--- config.mk ---
export PLATFORM = sky130hd
export DESIGN_NAME = fcmp_nzcv
export DESIGN_NICKNAME = d
export VERILOG_FILES = /design/src/rtl/fcmp_pkg.sv /design/src/rtl/fcmp_classify.sv /design/src/rtl/fcmp_order.sv /design/src/rtl/fcmp_nzcv.sv
export SDC_FILE = /design/constraint.sdc
export NUM_CORES = 1
export LEC_CHECK = 0
export ABC_AREA = 1
export BUFFER_PORTS_ARGS = -buffer_cell sky130_fd_sc_hd__buf_2
export CELL_PAD_IN_SITES_DETAIL_PLACEMENT = 0
export CELL_PAD_IN_SITES_GLOBAL_PLACEMENT = 1
export CORE_AREA = 2 2 120 145
export CTS_BUF_LIST = sky130_fd_sc_hd__clkbuf_16
export CTS_CLUSTER_DIAMETER = 30
export CTS_CLUSTER_SIZE = 28
export DETAILED_ROUTE_END_ITERATION = 7
export DIE_AREA = 0 0 122 147
export PLACE_DENSITY_LB_ADDON = 0.1
export SYNTH_ARGS = -nofsm -noshare
export SYNTH_HDL_FRONTEND = slang
export SYNTH_HIERARCHICAL = 1
export SYNTH_SLANG_ARGS = --single-unit
--- constraint.sdc ---
create_clock -name clk -period 1 [get_ports clk]
set_clock_uncertainty 0.2 [all_clocks]
set_input_delay 0.05 -clock clk [delete_from_list [all_inputs] [get_ports clk]]
set_output_delay 0.05 -clock clk [all_outputs]
set_load 0.05 [all_outputs]
--- src/rtl/fcmp_pkg.sv ---
package fcmp_pkg;

   typedef enum logic [1:0] {
      REL_EQ = 2'd0,
      REL_LT = 2'd1,
      REL_GT = 2'd2,
      REL_UN = 2'd3
   } fcmp_rel_e;

   typedef struct packed {
      logic is_nan;
      logic is_snan;
      logic is_zero;
      logic sign;
   } fcmp_class_t;

   localparam logic [3:0] NZCV_EQ = 4'b0110;
   localparam logic [3:0] NZCV_LT = 4'b1000;
   localparam logic [3:0] NZCV_GT = 4'b0010;
   localparam logic [3:0] NZCV_UN = 4'b0011;

   function automatic logic [3:0] rel_to_nzcv(input fcmp_rel_e rel);
      case (rel)
         REL_EQ:  return NZCV_EQ;
         REL_LT:  return NZCV_LT;
         REL_GT:  return NZCV_GT;
         default: return NZCV_UN;
      endcase
   endfunction

endpackage

--- src/rtl/fcmp_classify.sv ---
module fcmp_classify
   import fcmp_pkg::*;
#(
   parameter int EXP_W = 8,
   parameter int MAN_W = 23,
   localparam int VAL_W = EXP_W + MAN_W + 1,
   localparam int MAG_W = EXP_W + MAN_W
) (
   input  logic [VAL_W-1:0] value_i,
   input  logic             ftz_i,
   output fcmp_class_t      cls_o,
   output logic [MAG_W-1:0] mag_o
);

   generate
      if (EXP_W < 2) begin : g_bad_exp
         $error("fcmp_classify: EXP_W must be at least 2");
      end
      if (MAN_W < 2) begin : g_bad_man
         $error("fcmp_classify: MAN_W must be at least 2");
      end
   endgenerate

   logic [EXP_W-1:0] exp_f;
   logic [MAN_W-1:0] man_f;
   logic             exp_ones;
   logic             exp_zero;
   logic             man_nz;
   logic             nan_w;
   logic             zero_w;

   assign exp_f    = value_i[VAL_W-2:MAN_W];
   assign man_f    = value_i[MAN_W-1:0];
   assign exp_ones = &exp_f;
   assign exp_zero = ~|exp_f;
   assign man_nz   = |man_f;
   assign nan_w    = exp_ones & man_nz;
   assign zero_w   = exp_zero & (~man_nz | ftz_i);

   always_comb begin
      cls_o.sign    = value_i[VAL_W-1];
      cls_o.is_nan  = nan_w;
      cls_o.is_snan = nan_w & ~man_f[MAN_W-1];
      cls_o.is_zero = zero_w;
      mag_o         = zero_w ? '0 : value_i[MAG_W-1:0];
   end

endmodule

--- src/rtl/fcmp_order.sv ---
module fcmp_order
   import fcmp_pkg::*;
#(
   parameter int MAG_W = 31
) (
   input  fcmp_class_t      cls_a_i,
   input  fcmp_class_t      cls_b_i,
   input  logic [MAG_W-1:0] mag_a_i,
   input  logic [MAG_W-1:0] mag_b_i,
   output fcmp_rel_e        rel_o
);

   logic mag_eq;
   logic mag_lt;

   assign mag_eq = (mag_a_i == mag_b_i);
   assign mag_lt = (mag_a_i < mag_b_i);

   always_comb begin
      if (cls_a_i.is_nan || cls_b_i.is_nan) begin
         rel_o = REL_UN;
      end else if (cls_a_i.is_zero && cls_b_i.is_zero) begin
         rel_o = REL_EQ;
      end else if (cls_a_i.sign != cls_b_i.sign) begin
         rel_o = cls_a_i.sign ? REL_LT : REL_GT;
      end else if (mag_eq) begin
         rel_o = REL_EQ;
      end else if (mag_lt ^ cls_a_i.sign) begin
         rel_o = REL_LT;
      end else begin
         rel_o = REL_GT;
      end
   end

   always_comb begin
      if (cls_a_i.is_zero && cls_b_i.is_zero && !cls_a_i.is_nan && !cls_b_i.is_nan) begin
         assert_zero_equal_R1 : assert (rel_o == REL_EQ);
      end
   end

endmodule

--- src/rtl/fcmp_nzcv.sv ---
module fcmp_nzcv
   import fcmp_pkg::*;
#(
   parameter int SP_EXP  = 8,
   parameter int SP_MAN  = 23,
   parameter int DP_EXP  = 11,
   parameter int DP_MAN  = 52,
   parameter bit OUT_REG = 1'b1,
   localparam int SP_W = SP_EXP + SP_MAN + 1,
   localparam int DP_W = DP_EXP + DP_MAN + 1
) (
   input  logic            clk,
   input  logic            rst_n,
   input  logic            in_valid_i,
   input  logic            dbl_i,
   input  logic            signal_i,
   input  logic            ftz_i,
   input  logic [DP_W-1:0] op_a_i,
   input  logic [DP_W-1:0] op_b_i,
   output logic            out_valid_o,
   output logic [3:0]      nzcv_o,
   output logic            invalid_o
);

   localparam int NUM_OPS = 2;

   generate
      if (SP_W > DP_W) begin : g_bad_width
         $error("fcmp_nzcv: single format wider than double format");
      end
   endgenerate

   logic [DP_W-1:0]   ops     [NUM_OPS];
   fcmp_class_t       cls_sp  [NUM_OPS];
   fcmp_class_t       cls_dp  [NUM_OPS];
   fcmp_class_t       cls_sel [NUM_OPS];
   logic [SP_W-2:0]   mag_sp  [NUM_OPS];
   logic [DP_W-2:0]   mag_dp  [NUM_OPS];

   assign ops[0] = op_a_i;
   assign ops[1] = op_b_i;

   generate
      for (genvar k = 0; k < NUM_OPS; k++) begin : g_op
         fcmp_classify #(.EXP_W(SP_EXP), .MAN_W(SP_MAN)) i_cls_sp (
            .value_i (ops[k][SP_W-1:0]),
            .ftz_i   (ftz_i),
            .cls_o   (cls_sp[k]),
            .mag_o   (mag_sp[k])
         );
         fcmp_classify #(.EXP_W(DP_EXP), .MAN_W(DP_MAN)) i_cls_dp (
            .value_i (ops[k]),
            .ftz_i   (ftz_i),
            .cls_o   (cls_dp[k]),
            .mag_o   (mag_dp[k])
         );
         assign cls_sel[k] = dbl_i ? cls_dp[k] : cls_sp[k];
      end
   endgenerate

   fcmp_rel_e rel_sp;
   fcmp_rel_e rel_dp;

   fcmp_order #(.MAG_W(SP_W-1)) i_order_sp (
      .cls_a_i (cls_sp[0]),
      .cls_b_i (cls_sp[1]),
      .mag_a_i (mag_sp[0]),
      .mag_b_i (mag_sp[1]),
      .rel_o   (rel_sp)
   );

   fcmp_order #(.MAG_W(DP_W-1)) i_order_dp (
      .cls_a_i (cls_dp[0]),
      .cls_b_i (cls_dp[1]),
      .mag_a_i (mag_dp[0]),
      .mag_b_i (mag_dp[1]),
      .rel_o   (rel_dp)
   );

   logic [3:0] nzcv_d;
   logic       inv_d;
   logic       any_nan;
   logic       any_snan;

   assign any_nan  = cls_sel[0].is_nan | cls_sel[1].is_nan;
   assign any_snan = cls_sel[0].is_snan | cls_sel[1].is_snan;
   assign nzcv_d   = rel_to_nzcv(dbl_i ? rel_dp : rel_sp);
   assign inv_d    = signal_i ? any_nan : any_snan;

   generate
      if (OUT_REG) begin : g_reg
         logic [3:0] nzcv_q;
         logic       inv_q;
         logic       vld_q;

         always_ff @(posedge clk or negedge rst_n) begin
            if (!rst_n) begin
               nzcv_q <= '0;
               inv_q  <= 1'b0;
               vld_q  <= 1'b0;
            end else begin
               vld_q <= in_valid_i;
               if (in_valid_i) begin
                  nzcv_q <= nzcv_d;
                  inv_q  <= inv_d;
               end
            end
         end

         assign nzcv_o      = nzcv_q;
         assign invalid_o   = inv_q;
         assign out_valid_o = vld_q;

         assert_latency_R9 : assert property (@(posedge clk) disable iff (!rst_n)
            in_valid_i |=> out_valid_o);

         assert_hold_R9 : assert property (@(posedge clk) disable iff (!rst_n)
            !in_valid_i |=> (!out_valid_o && $stable(nzcv_o) && $stable(invalid_o)));

         assert_invalid_only_unordered_R6 : assert property (@(posedge clk) disable iff (!rst_n)
            (out_valid_o && invalid_o) |-> (nzcv_o == NZCV_UN));

         assert_signal_any_nan_R7 : assert property (@(posedge clk) disable iff (!rst_n)
            (in_valid_i && signal_i) |=> (invalid_o == (nzcv_o == NZCV_UN)));

         assert_flag_code_R4 : assert property (@(posedge clk) disable iff (!rst_n)
            out_valid_o |-> (nzcv_o == NZCV_EQ || nzcv_o == NZCV_LT ||
                             nzcv_o == NZCV_GT || nzcv_o == NZCV_UN));
      end else begin : g_comb
         assign nzcv_o      = nzcv_d;
         assign invalid_o   = inv_d;
         assign out_valid_o = in_valid_i;
      end
   endgenerate

endmodule

**Word-level counts from Yosys, hierarchy flattened**

Cells that the tools add are included.

- Bits in registers: 6
- Input bits: 134
- Output and inout bits: 6
- Word-level logic and storage cells: 81

- Order comparisons: 2
- Eq/ne operators: 6
- Mux-type cells: 21
- Bitwise gates (word level): 28
- Reductions and logical operators: 21

Operators by type and width:

| cell | count |
|---|---|
| 2-to-1 mux 63 bit | 2 |
| OR reduction 52 bit | 2 |
| equality test 63 bit | 1 |
| < comparator 63 bit | 1 |
| 2-to-1 mux 31 bit | 2 |
| OR reduction 23 bit | 2 |
| equality test 31 bit | 1 |
| < comparator 31 bit | 1 |
| 2-to-1 mux 2 bit | 13 |
| AND reduction 11 bit | 2 |
| OR reduction 11 bit | 2 |
| AND reduction 8 bit | 2 |
| OR reduction 8 bit | 2 |
| AND 1 bit | 12 |
| case mux 4 bit (3 select lines) | 1 |
| 2-to-1 mux 4 bit | 2 |
| NOT 1 bit | 8 |
| OR 1 bit | 6 |
| zero test 1 bit | 4 |
| equality test 2 x 1 -> 1 bit, second input constant | 1 |
| equality test 2 bit, second input constant | 1 |
| logical AND 1 bit | 2 |
| zero test 2 bit | 1 |
| logical OR 1 bit | 2 |
| other kinds (3) | 5 |

**Logic depth before layout (Yosys ltp)**

- Word-level depth: 15
- Depth in mapped cells: 32
- Mapped depth without buffers: 32

**By module**

Netlist, hierarchy kept.

By module, submodules not included:

| module | instances | cells each | area each (µm²) | sequential area each (µm²) |
|---|---|---|---|---|
| fcmp_classify at g_op[0].i_cls_dp ... | 2 | 201 | 958.4 | 0.0 |
| fcmp_order at i_order_dp | 1 | 319 | 1,863.0 | 0.0 |
| fcmp_order at i_order_sp | 1 | 174 | 1,012.2 | 0.0 |
| fcmp_classify at g_op[0].i_cls_sp ... | 2 | 96 | 459.2 | 0.0 |
| fcmp_nzcv | 1 | 41 | 312.8 | 150.1 |

**Least setup slack after synthesis**

No wires, ideal clock.

- Kind: input port to flip-flop
- From: input port op_a_i[46]
- To: register g_reg.nzcv_q[1], in the netlist nzcv_o[1]
- Library setup time: 119 ps
- Data arrival time: 2,370 ps
- Data required time: 681 ps
- Slack: -1,689 ps
- Cell stages on the path: 28
- Path buffers: 1
- Cell sequence: nor2_1 -> nand2_1 -> nor2_1 -> nand2_1 -> nor2_2 -> nand2_2 -> nand2_4 -> buf_6 -> a21oi_1 -> ha_1 -> nand2_1 -> nor2_1 -> nand4_1 -> nor2_4 -> nand2_2 -> nand2_2 -> nor2_2 -> nand2_2 -> nand2_1 -> nand3_1 -> nand2_1 -> nand2_1 -> nand2_1 -> inv_1 -> nand2_1 -> o21ai_2 -> nand3_2 -> o21a_1

RTL lines:

| element | RTL line | source |
|---|---|---|
| start: declaration | fcmp_nzcv.sv:18 | `input logic [DP_W-1:0] op_a_i,` |
| end signal: assignment | fcmp_nzcv.sv:104 | `nzcv_q <= nzcv_d;` |
| end: declaration | fcmp_nzcv.sv:92 | `logic [3:0] nzcv_q;` |

==> impl_metrics.env <==
export IMPL_grt_pass1_vias=7135
export IMPL_dr_wl_met2_um=10870
export IMPL_final_max_slew_violation_count=0
export IMPL_route_met3_wl_um=615
export IMPL_wire_per_inst_um=12.16
export IMPL_fin_crit_ns=3.114
export IMPL_hold_class="input port to register"
export IMPL_clockBufferDepth=2
export IMPL_drc_errors=0
export IMPL_cts_htree_levels=1
export IMPL_crit_slowest_cell="ha_1"
export IMPL_crit_path_frequent_cell="nand2_2"
export IMPL_cpPeakStageDelay_ns=0.30
export IMPL_io_buffer_count=139
export IMPL_p_per_area_nw_per_um2=447.1
export IMPL_arrival_ns=3.03
export IMPL_synth_area_per_cell_um2=5.340
export IMPL_ys_seq_area_share_pct=2.493
export IMPL_crit_path_start_kind="input port"
export IMPL_timing_hold_ws_ns=-0.05312
export IMPL_routed_wl_um=20120
export IMPL_slew_limit_headroom_pct=79.32
export IMPL_met1_length_um=8312
export IMPL_fin_crit_sh_pct=311.4
export IMPL_start_util_pct=36.30
export IMPL_via_count=7450
export IMPL_ant_nets=0
export IMPL_dpl_hpwl_um=15860
export IMPL_die_w_um=122
export IMPL_ys_types=35
export IMPL_place_congestion=0.8075
export IMPL_grt_pass1_wl_um=31970
export IMPL_finalHoldViolCount=10
export IMPL_chipHeight_um=147
export IMPL_core_area_um2=16590
export IMPL_area_delta_synth_final_pct=60.68
export IMPL_first_pass_iters=5
export IMPL_endpoint_kind="register"
export IMPL_die_area_um2=17930
export IMPL_failed_checks="negative hold slack, negative setup slack"
export IMPL_tightest_slew_ns=0.3074
export IMPL_cts_tree="done"
export IMPL_first_iter_violations=252
export IMPL_grt_max_degree=39
export IMPL_outcome="complete, but fails checks"
export IMPL_placed_area_um2=8188
export IMPL_critPathRequiredTime_ns=0.91
export IMPL_vias_per_cell=4.502
export IMPL_clk_pin_slew_ns=0.03
export IMPL_ys_ff_latch=6
export IMPL_clkSinkCount=6
export IMPL_clkLatencyLatePin_ns=0.23
export IMPL_setup_violations=11
export IMPL_antenna_found_initial=0
export IMPL_p_total_mw=4.327
export IMPL_top_layer="met4"
export IMPL_cts_root_buf="clkbuf_16"
export IMPL_drive_gt1_share_pct=40.58
export IMPL_fp_row_count=52
export IMPL_max_freq_ghz=0.3211
export IMPL_ctsHoldBuffers=2
export IMPL_max_vdd_ir_drop_uv=472.2
export IMPL_netlist_area_um2=6023
export IMPL_io_pins=140
export IMPL_fin_tns_setup_ns=-9.717
export IMPL_final_cell_area_um2=9678
export IMPL_overflow=0
export IMPL_cts_buffers=3
export IMPL_synth_cells=1128
export IMPL_syn_num_nets=1356
export IMPL_worst_setup_path_type="input port to register"
export IMPL_crit_fanout=7
export IMPL_leakagePower_nw=5.794
export IMPL_max_cap_viol_count=0
export IMPL_diodes=0
export IMPL_grt_usage_pct=21.78
export IMPL_nNetsFinal=1669
export IMPL_instances_no_fill=1655
export IMPL_post_place_cells=1599
export IMPL_yosysWarnings=6
export IMPL_layout_setup_ws_ns=-2.114
export IMPL_rsz0062_at_grt="true"
==> final cells by class <==
cell class | instances | area [um2]
repair buffers | 385 | 3097
clock buffers | 3 | 75.07
flip-flops and latches | 6 | 150.1
well taps | 216 | 270.3
multi-input cells | 723 | 4877
inverters | 322 | 1209
fillers | 1716 | 6913
==> cell usage after synthesis <==
master    count  area (um2)
a21boi_1      1       7.510
nand2_4       5       56.30
inv_1       316        1186
nor3_4        2       32.53
and3_1        1       6.260
nand4_1      11       68.82
nor2_2       10       62.56
and2_1        2       12.51
nor3b_1       2       15.01
buf_4        18       135.1
nor2_1      131       491.7
clkbuf_1     38       142.6
a21oi_1     158       790.8
a21oi_2      27       236.5
nand3b_1      2       15.01
nor3_1        5       25.02
a21boi_0      2       15.01
inv_2         6       22.52
nand2_2      10       62.56
dfrtp_1       6       150.1
o21ai_1       2       10.01
nor3_2        5       50.05
a21o_1        4       30.03
o21ai_0       3       15.01
nand3_1      30       150.1
o21a_1        1       7.510
nor2_4        3       33.78
nand3_2       1       10.01
nand2_1     205       769.5
nor4_1        2       12.51
buf_2         8       40.04
ha_1         94        1176
buf_6        14       157.7
o21ai_2       2       17.52
and2_4        1       8.760
==> what timing repair did <==
item,in CTS,in global routing
resized for setup,108,104
setup buffers,36,20
cloned,6,1
endpoints found under the hold margin,11,4
endpoints found under the setup margin,11,11
pin swaps,52,86
==> registers in the layout, summed over array words and instances (netlist names) <==
name	count
invalid_o	1
nzcv_o	4
out_valid_o	1
==> layer usage <==
layer  global-route usage [%]  vias up
met4                    3.851        0
met2                    43.72      132
li1                         -     3995
met5                        0        -
met1                    25.05     3303
met3                   0.9705       20
==> critical path, delay by kind of cell <==
family	cells	cell delay, ns
buffers and inverters	3	0.33
adders and majority gates	1	0.30
and+or+nand+nor	20	2.07
AOI/OAI and AO/OA	3	0.26
==> cells by family (layout without fill, tap and decap cells) <==
logic type	count (synthesis)	count (layout)	synth area share, %
simple gates	428	429	31.26
buf+inv	400	710	27.96
compound gates	200	200	18.76
fa+ha+maj	94	94	19.53
flops	6	6	2.493
==> per-stage QoR <==
step                util (%)  worst slack, ns
floorplan                  -           -1.674
global placement       49.35           -2.396
detailed placement     49.35           -2.390
CTS                    55.23           -2.006
global route           58.33           -2.294
finish                 58.33           -2.114
==> placed cells by master, fill, tap and decap left out, types with 5 or more instances in the layout <==
cell type	n
a21oi_4	5
nor2_1	95
nor2_4	19
nand3_1	26
a21oi_2	48
nand2_1	174
inv_2	15
nand2_2	36
ha_1	79
nand2_4	9
inv_1	307
nand4_1	11
a21oi_1	132
buf_12	17
nor3_4	5
ha_4	15
buf_4	211
nor2_2	30
dfrtp_1	6
buf_6	45
buf_2	104
==> power by group <==
| part | internal (mW) | total [mW] | leakage (nW) | switching [mW] |
|---|---|---|---|---|
| registers | 0.272 | 0.296 | 0.0739 | 0.0231 |
| clock network | 0.514 | 0.659 | 0.0370 | 0.145 |
| logic | 1.65 | 3.37 | 5.68 | 1.72 |
==> final timing paths <==
path,start,endpoint,slack [ns],depth (start not counted)
max in group asynchronous,rst_n,nzcv_o[2]$_DFFE_PN0P_,0.47,2
min in group asynchronous,rst_n,invalid_o$_DFFE_PN0P_,-0.02,2
setup / recovery,op_a_i[26],nzcv_o[1]$_DFFE_PN0P_,-2.11,27
hold reg to reg,invalid_o$_DFFE_PN0P_,invalid_o$_DFFE_PN0P_,0.31,2
setup reg to reg,nzcv_o[0]$_DFFE_PN0P_,nzcv_o[0]$_DFFE_PN0P_,0.06,3
hold / removal,in_valid_i,nzcv_o[2]$_DFFE_PN0P_,-0.05,4
Note: power is estimated with default switching activity, not from simulation.
